[src/rtl/seg_xlate_pkg.sv]
package seg_xlate_pkg;
  typedef enum logic [2:0] {
    XS_IDLE,
    XS_MEM_LD,
    XS_MEM_ST,
    XS_LD_DONE,
    XS_ST_DONE
  } xlate_state_e;

  typedef enum logic [1:0] {
    SEL_NONE,
    SEL_RSEG,
    SEL_WSEG
  } reg_sel_e;
endpackage

[src/rtl/seg_addr_decode.sv]
module seg_addr_decode
  import seg_xlate_pkg::*;
#(
  parameter int VA_W = 16
) (
  input  logic [VA_W-1:0] addr_i,
  output reg_sel_e        sel_o
);
  logic top_pair;

  // every bit above bit 0 set: one of the two register slots
  assign top_pair = &addr_i[VA_W-1:1];

  always_comb begin
    if (!top_pair)      sel_o = SEL_NONE;
    else if (addr_i[0]) sel_o = SEL_RSEG;
    else                sel_o = SEL_WSEG;
  end
endmodule

[src/rtl/seg_reg_file.sv]
module seg_reg_file
  import seg_xlate_pkg::*;
#(
  parameter int SEG_W = 8
) (
  input  logic             clk_i,
  input  logic             rst_ni,
  input  logic             wr_en_i,
  input  reg_sel_e         wr_sel_i,
  input  logic [SEG_W-1:0] wr_data_i,
  output logic [SEG_W-1:0] rseg_o,
  output logic [SEG_W-1:0] wseg_o
);
  localparam int NREG = 2;

  logic [SEG_W-1:0] seg_q [NREG];

  for (genvar g = 0; g < NREG; g++) begin : g_seg
    localparam reg_sel_e MY_SEL = (g == 0) ? SEL_RSEG : SEL_WSEG;
    always_ff @(posedge clk_i or negedge rst_ni) begin
      if (!rst_ni)                             seg_q[g] <= '0;
      else if (wr_en_i && wr_sel_i == MY_SEL)  seg_q[g] <= wr_data_i;
    end
  end

  assign rseg_o = seg_q[0];
  assign wseg_o = seg_q[1];
endmodule

[src/rtl/seg_xlate_ctrl.sv]
module seg_xlate_ctrl
  import seg_xlate_pkg::*;
(
  input  logic         clk_i,
  input  logic         rst_ni,
  input  logic         ld_valid_i,
  input  logic         st_valid_i,
  input  reg_sel_e     ld_sel_i,
  input  reg_sel_e     st_sel_i,
  input  logic         mem_ld_ready_i,
  input  logic         mem_st_ready_i,
  output logic         acc_ld_o,
  output logic         acc_st_o,
  output logic         ld_mem_hs_o,
  output logic         mem_ld_valid_o,
  output logic         mem_st_valid_o,
  output logic         ld_ready_o,
  output logic         st_ready_o
);
  xlate_state_e state_q, state_d;

  always_comb begin
    state_d  = state_q;
    acc_ld_o = 1'b0;
    acc_st_o = 1'b0;
    unique case (state_q)
      XS_IDLE: begin
        // load has priority over store
        if (ld_valid_i) begin
          acc_ld_o = 1'b1;
          state_d  = (ld_sel_i == SEL_NONE) ? XS_MEM_LD : XS_LD_DONE;
        end else if (st_valid_i) begin
          acc_st_o = 1'b1;
          state_d  = (st_sel_i == SEL_NONE) ? XS_MEM_ST : XS_ST_DONE;
        end
      end
      XS_MEM_LD:  if (mem_ld_ready_i) state_d = XS_LD_DONE;
      XS_MEM_ST:  if (mem_st_ready_i) state_d = XS_ST_DONE;
      XS_LD_DONE: state_d = XS_IDLE;
      XS_ST_DONE: state_d = XS_IDLE;
      default:    state_d = XS_IDLE;
    endcase
  end

  always_ff @(posedge clk_i or negedge rst_ni) begin
    if (!rst_ni) state_q <= XS_IDLE;
    else         state_q <= state_d;
  end

  assign mem_ld_valid_o = (state_q == XS_MEM_LD);
  assign mem_st_valid_o = (state_q == XS_MEM_ST);
  assign ld_ready_o     = (state_q == XS_LD_DONE);
  assign st_ready_o     = (state_q == XS_ST_DONE);
  assign ld_mem_hs_o    = mem_ld_valid_o && mem_ld_ready_i;
endmodule

[src/rtl/seg_xlate_unit.sv]
module seg_xlate_unit
  import seg_xlate_pkg::*;
#(
  parameter int VA_W   = 16,
  parameter int SEG_W  = 8,
  parameter int DATA_W = 16
) (
  input  logic                    clk_i,
  input  logic                    rst_ni,
  input  logic                    ld_valid_i,
  input  logic [VA_W-1:0]         ld_addr_i,
  output logic                    ld_ready_o,
  output logic [DATA_W-1:0]       ld_data_o,
  input  logic                    st_valid_i,
  input  logic [VA_W-1:0]         st_addr_i,
  input  logic [DATA_W-1:0]       st_data_i,
  output logic                    st_ready_o,
  output logic                    mem_ld_valid_o,
  output logic [SEG_W+VA_W-1:0]   mem_ld_addr_o,
  input  logic                    mem_ld_ready_i,
  input  logic [DATA_W-1:0]       mem_ld_data_i,
  output logic                    mem_st_valid_o,
  output logic [SEG_W+VA_W-1:0]   mem_st_addr_o,
  output logic [DATA_W-1:0]       mem_st_data_o,
  input  logic                    mem_st_ready_i
);
  localparam int PA_W = SEG_W + VA_W;

  reg_sel_e          ld_sel, st_sel;
  logic              acc_ld, acc_st, ld_mem_hs;
  logic [SEG_W-1:0]  rseg, wseg;
  logic [VA_W-1:0]   addr_q;
  logic [DATA_W-1:0] wdata_q, rdata_q;

  seg_addr_decode #(.VA_W(VA_W)) u_ld_dec (.addr_i(ld_addr_i), .sel_o(ld_sel));
  seg_addr_decode #(.VA_W(VA_W)) u_st_dec (.addr_i(st_addr_i), .sel_o(st_sel));

  seg_xlate_ctrl u_ctrl (
    .clk_i          (clk_i),
    .rst_ni         (rst_ni),
    .ld_valid_i     (ld_valid_i),
    .st_valid_i     (st_valid_i),
    .ld_sel_i       (ld_sel),
    .st_sel_i       (st_sel),
    .mem_ld_ready_i (mem_ld_ready_i),
    .mem_st_ready_i (mem_st_ready_i),
    .acc_ld_o       (acc_ld),
    .acc_st_o       (acc_st),
    .ld_mem_hs_o    (ld_mem_hs),
    .mem_ld_valid_o (mem_ld_valid_o),
    .mem_st_valid_o (mem_st_valid_o),
    .ld_ready_o     (ld_ready_o),
    .st_ready_o     (st_ready_o)
  );

  seg_reg_file #(.SEG_W(SEG_W)) u_segs (
    .clk_i     (clk_i),
    .rst_ni    (rst_ni),
    .wr_en_i   (acc_st && st_sel != SEL_NONE),
    .wr_sel_i  (st_sel),
    .wr_data_i (st_data_i[SEG_W-1:0]),
    .rseg_o    (rseg),
    .wseg_o    (wseg)
  );

  always_ff @(posedge clk_i or negedge rst_ni) begin
    if (!rst_ni) begin
      addr_q  <= '0;
      wdata_q <= '0;
    end else if (acc_ld) begin
      addr_q  <= ld_addr_i;
    end else if (acc_st) begin
      addr_q  <= st_addr_i;
      wdata_q <= st_data_i;
    end
  end

  always_ff @(posedge clk_i or negedge rst_ni) begin
    if (!rst_ni)                          rdata_q <= '0;
    else if (acc_ld && ld_sel == SEL_RSEG) rdata_q <= DATA_W'(rseg);
    else if (acc_ld && ld_sel == SEL_WSEG) rdata_q <= DATA_W'(wseg);
    else if (ld_mem_hs)                    rdata_q <= mem_ld_data_i;
  end

  // segment registers cannot change while a memory request is pending
  assign mem_ld_addr_o = PA_W'({rseg, addr_q});
  assign mem_st_addr_o = PA_W'({wseg, addr_q});
  assign mem_st_data_o = wdata_q;
  assign ld_data_o     = rdata_q;
endmodule

[config.mk]
export PLATFORM = sky130hd
export DESIGN_NAME = seg_xlate_unit
export DESIGN_NICKNAME = d
export VERILOG_FILES = /design/src/rtl/seg_xlate_pkg.sv /design/src/rtl/seg_addr_decode.sv /design/src/rtl/seg_reg_file.sv /design/src/rtl/seg_xlate_ctrl.sv /design/src/rtl/seg_xlate_unit.sv
export SDC_FILE = /design/constraint.sdc
export NUM_CORES = 1
export LEC_CHECK = 0
export ABC_AREA = 1
export CAP_MARGIN = 25
export CORE_MARGIN = 2
export CORE_UTILIZATION = 38
export DETAILED_ROUTE_END_ITERATION = 10
export PLACE_DENSITY = 0.77
export SLEW_MARGIN = 20
export SYNTH_ARGS = -nofsm -noshare
export SYNTH_HDL_FRONTEND = slang
export SYNTH_SLANG_ARGS = --single-unit
[constraint.sdc]
create_clock -name clk_i -period 1.4 [get_ports clk_i]
set_input_delay 0.35 -clock clk_i [delete_from_list [all_inputs] [get_ports clk_i]]
set_output_delay 0.35 -clock clk_i [all_outputs]
set_load 0.05 [all_outputs]
==> run metrics <==
status=complete, but fails checks; failing checks=hold timing, setup timing; Tot GR Track Use=24.9%; Post-Route Setup TNS=-12.46 ns; initial antenna violation count=1; number of global-route vias before repair=3910; Mapped Cells=417; LEAKAGE=0.00355 uW; Core Region=8720 sq um; first-pass GRT wire length=19.3 mm; Reg power frac=22.2%; Yosys reg bits=67; Crit Path Category=register to register; Fin Hold WS=-0.00328 ns; register area share after synthesis=49.3%; Die H=98.6 um; area grow syn2layout=118%; pre-CTS WS=-0.624 ns; post-route cell area=7430 sq um; Net Sw Frac=46.5%; CTS Buf Count=9; RSZ-0062 raised after global routing=true; DR WL/cell=20.3 um; Initial Utilization=39.0%; clock slew at reported path FFs=0.08 ns; CTS tree=yes; layout net count=697; Iter 0 DRT Violations=201; overflow left after global routing=0; FP Rows=34; RD Place Congestion=0.847; hold buffer count at CTS=0; CTS sink cnt=67; final hold viol count=8; synthesized area=3400 sq um; Port Buffers=153; pin count of the biggest net entering global routing=68; cell taking the most area after synthesis=dfrtp_1; Rel. slew slack=73.8%; Horiz. Die Dim=98.6 um; CP startpoint kind=register; asr flop ratio synth=100%; CTS Root Cell=clkbuf_8; pwr dens=2300 nW/um^2; share of the synthesized area in the top cell type=49.3%; syn avg cell area=8.16 sq um; Synth area leaders=dfrtp_1, nand2_1, nand3_1, o21ai_2, buf_4; CP Data Arrival Time=1.98 ns; first-pass iteration count of the detailed router=5; Final ANT Viol Nets=0; Worst Path Required=1.64 ns; Worst Setup End Kind=register; HP Class=primary input to asynchronous set/reset pin; total net switching power=7960 uW; DRC viols=0; yosys warns=0; clock latency on the worst-skew pair=0.35 ns; net count after synthesis=487; IO Count=154; max cap viols=0; prevailing post-synth register cell=dfrtp_1; Placement Cell Area=6100 sq um; Power Internal=9160 uW; drt via density=5.48; Worst Setup Slack, final=-0.339 ns; highest clock rate=575 MHz; Setup Viol. Count Final=70; CTS H-Tree Depth=3; R2R depth=11; Crit Path Max Fanout=8; total power=17100 uW; HPWL after DPL=8.01 mm; Post-Route Skew=0.0101 ns; peak supply drop=0.00187 V; EDFF count, synth=0; fin util=85.2%; distinct cell type count after synthesis=28; fin crit period=1.74 ns; Max Slew Vio Count=0; die area=9730 sq um; Slew @ Worst Pin=0.392 ns; clk buf depth=2; WL final=15.0 mm; Gate power share=67.0%; DR vias=4058; share of cells above drive strength 1=54.3%; ratio of final minimum period to clock period=124%; Clk pwr share=10.8%
==> power groups by stage <==
stage	logic, uW	clock network, uW	registers (uW)
after global placement	9460	0	3570
final	11500	1840	3800
after CTS	10300	1840	3600
after floorplan	2810	0	5360
after global routing	11900	1950	3880
after detailed placement	9600	0	3600
==> cells in the mapped netlist (3+ instances only) <==
| library cell | instances |
|---|---|
| buf_2 | 6 |
| o21ai_0 | 14 |
| clkbuf_1 | 6 |
| dfrtp_1 | 67 |
| nand2_1 | 155 |
| o21ai_2 | 16 |
| inv_2 | 7 |
| buf_4 | 17 |
| nor3_1 | 3 |
| inv_1 | 32 |
| nor2_1 | 16 |
| o211ai_1 | 12 |
| nand4_1 | 9 |
| or2_2 | 3 |
| nand2_2 | 4 |
| nand3_4 | 3 |
| nand3_1 | 34 |
==> critical path: stages (launching register included) <==
cell	delay, ns
dfrtp_2	0.44
inv_4	0.07
buf_6	0.09
nand3_4	0.10
nor2_4	0.17
buf_12	0.15
buf_6	0.10
nand3_4	0.13
nand2_2	0.10
nand2_1	0.08
nand2_1	0.11
nand2_1	0.07
==> metal layers <==
layer	GRT usage [%]	vias up	wire length, um
met5	0	-	0
met2	42.6	239	7960
li1	-	1760	-
met1	29.0	1985	5450
met4	13.4	0	743
met3	5.82	74	889
==> logic make-up (layout without fill, tap and decap cells) <==
| group | count (synthesis) | in the layout | synth area share (%) |
|---|---|---|---|
| and+or+nand+nor | 233 | 235 | 30.6 |
| buffers and inverters | 71 | 284 | 10.4 |
| DFF | 67 | 67 | 49.3 |
| AOI/OAI and AO/OA | 46 | 46 | 9.64 |
| other | 0 | 1 | 0 |
==> layout make-up <==
class                      instances  area, sq um
tap                              108          135
antenna                            1         2.50
clock buffer                       9          124
clock inverter                     7          100
timing repair buffer             227         3210
inverter                          40          193
timing repair inverter             1         11.3
sequential                        67         1690
fill                             404         1290
multi-input combinational        281         1970
==> flip-flops by register name, indices dropped and copies added (netlist names) <==
register / flops
addr_q: 16
u_ctrl.state_q: 3
mem_st_data_o: 16
u_segs.wseg_o: 8
ld_data_o: 16
u_segs.rseg_o: 8
==> what timing repair did <==
action	in CTS	in global routing
buffers inserted	20	11
gates cloned	4	6
endpoints found under the setup margin	53	73
pin swaps	47	41
gates resized for setup	107	136
==> cells in the final DEF, fill, tap and decap left out, types with 4 or more instances in the layout <==
cell,instances
nand3_4,9
buf_6,23
nand4_1,9
nor2_4,4
nand2_2,58
nor2_1,7
clkbuf_8,9
dfrtp_2,11
clkdlybuf4s50_1,39
buf_4,34
o21ai_2,20
o21ai_1,6
clkbuf_16,4
nand2_1,82
nand3_2,15
nand2_4,16
nand3_1,14
dlygate4sd2_1,26
buf_12,93
dfrtp_1,56
o211ai_1,12
nor2_2,8
inv_2,4
inv_1,29
==> stage by stage <==
step | hold WS [ns] | std cells
finish | -0.00328 | 741
global route | 0.0434 | 741
CTS | 0.0226 | 727
detailed placement | 0.396 | 687
global placement | 0.393 | 687
floorplan | 0.0544 | 417
==> path summary, 6_finish.rpt <==
kind	from	end	slack [ns]
max	u_ctrl.state_q[0]	ld_data_o[0]	-0.34
min reg2reg	mem_st_data_o[10]	mem_st_data_o[10]	0.55
max reg2reg	u_ctrl.state_q[0]	ld_data_o[0]	-0.34
max in group asynchronous	rst_ni	u_ctrl.state_q[2]	1.05
min	rst_ni	mem_st_data_o[15]	-0.003
min in group clk_i	ld_addr_i[5]	addr_q[5]	0.37
Power figures use the tool's default switching activity.
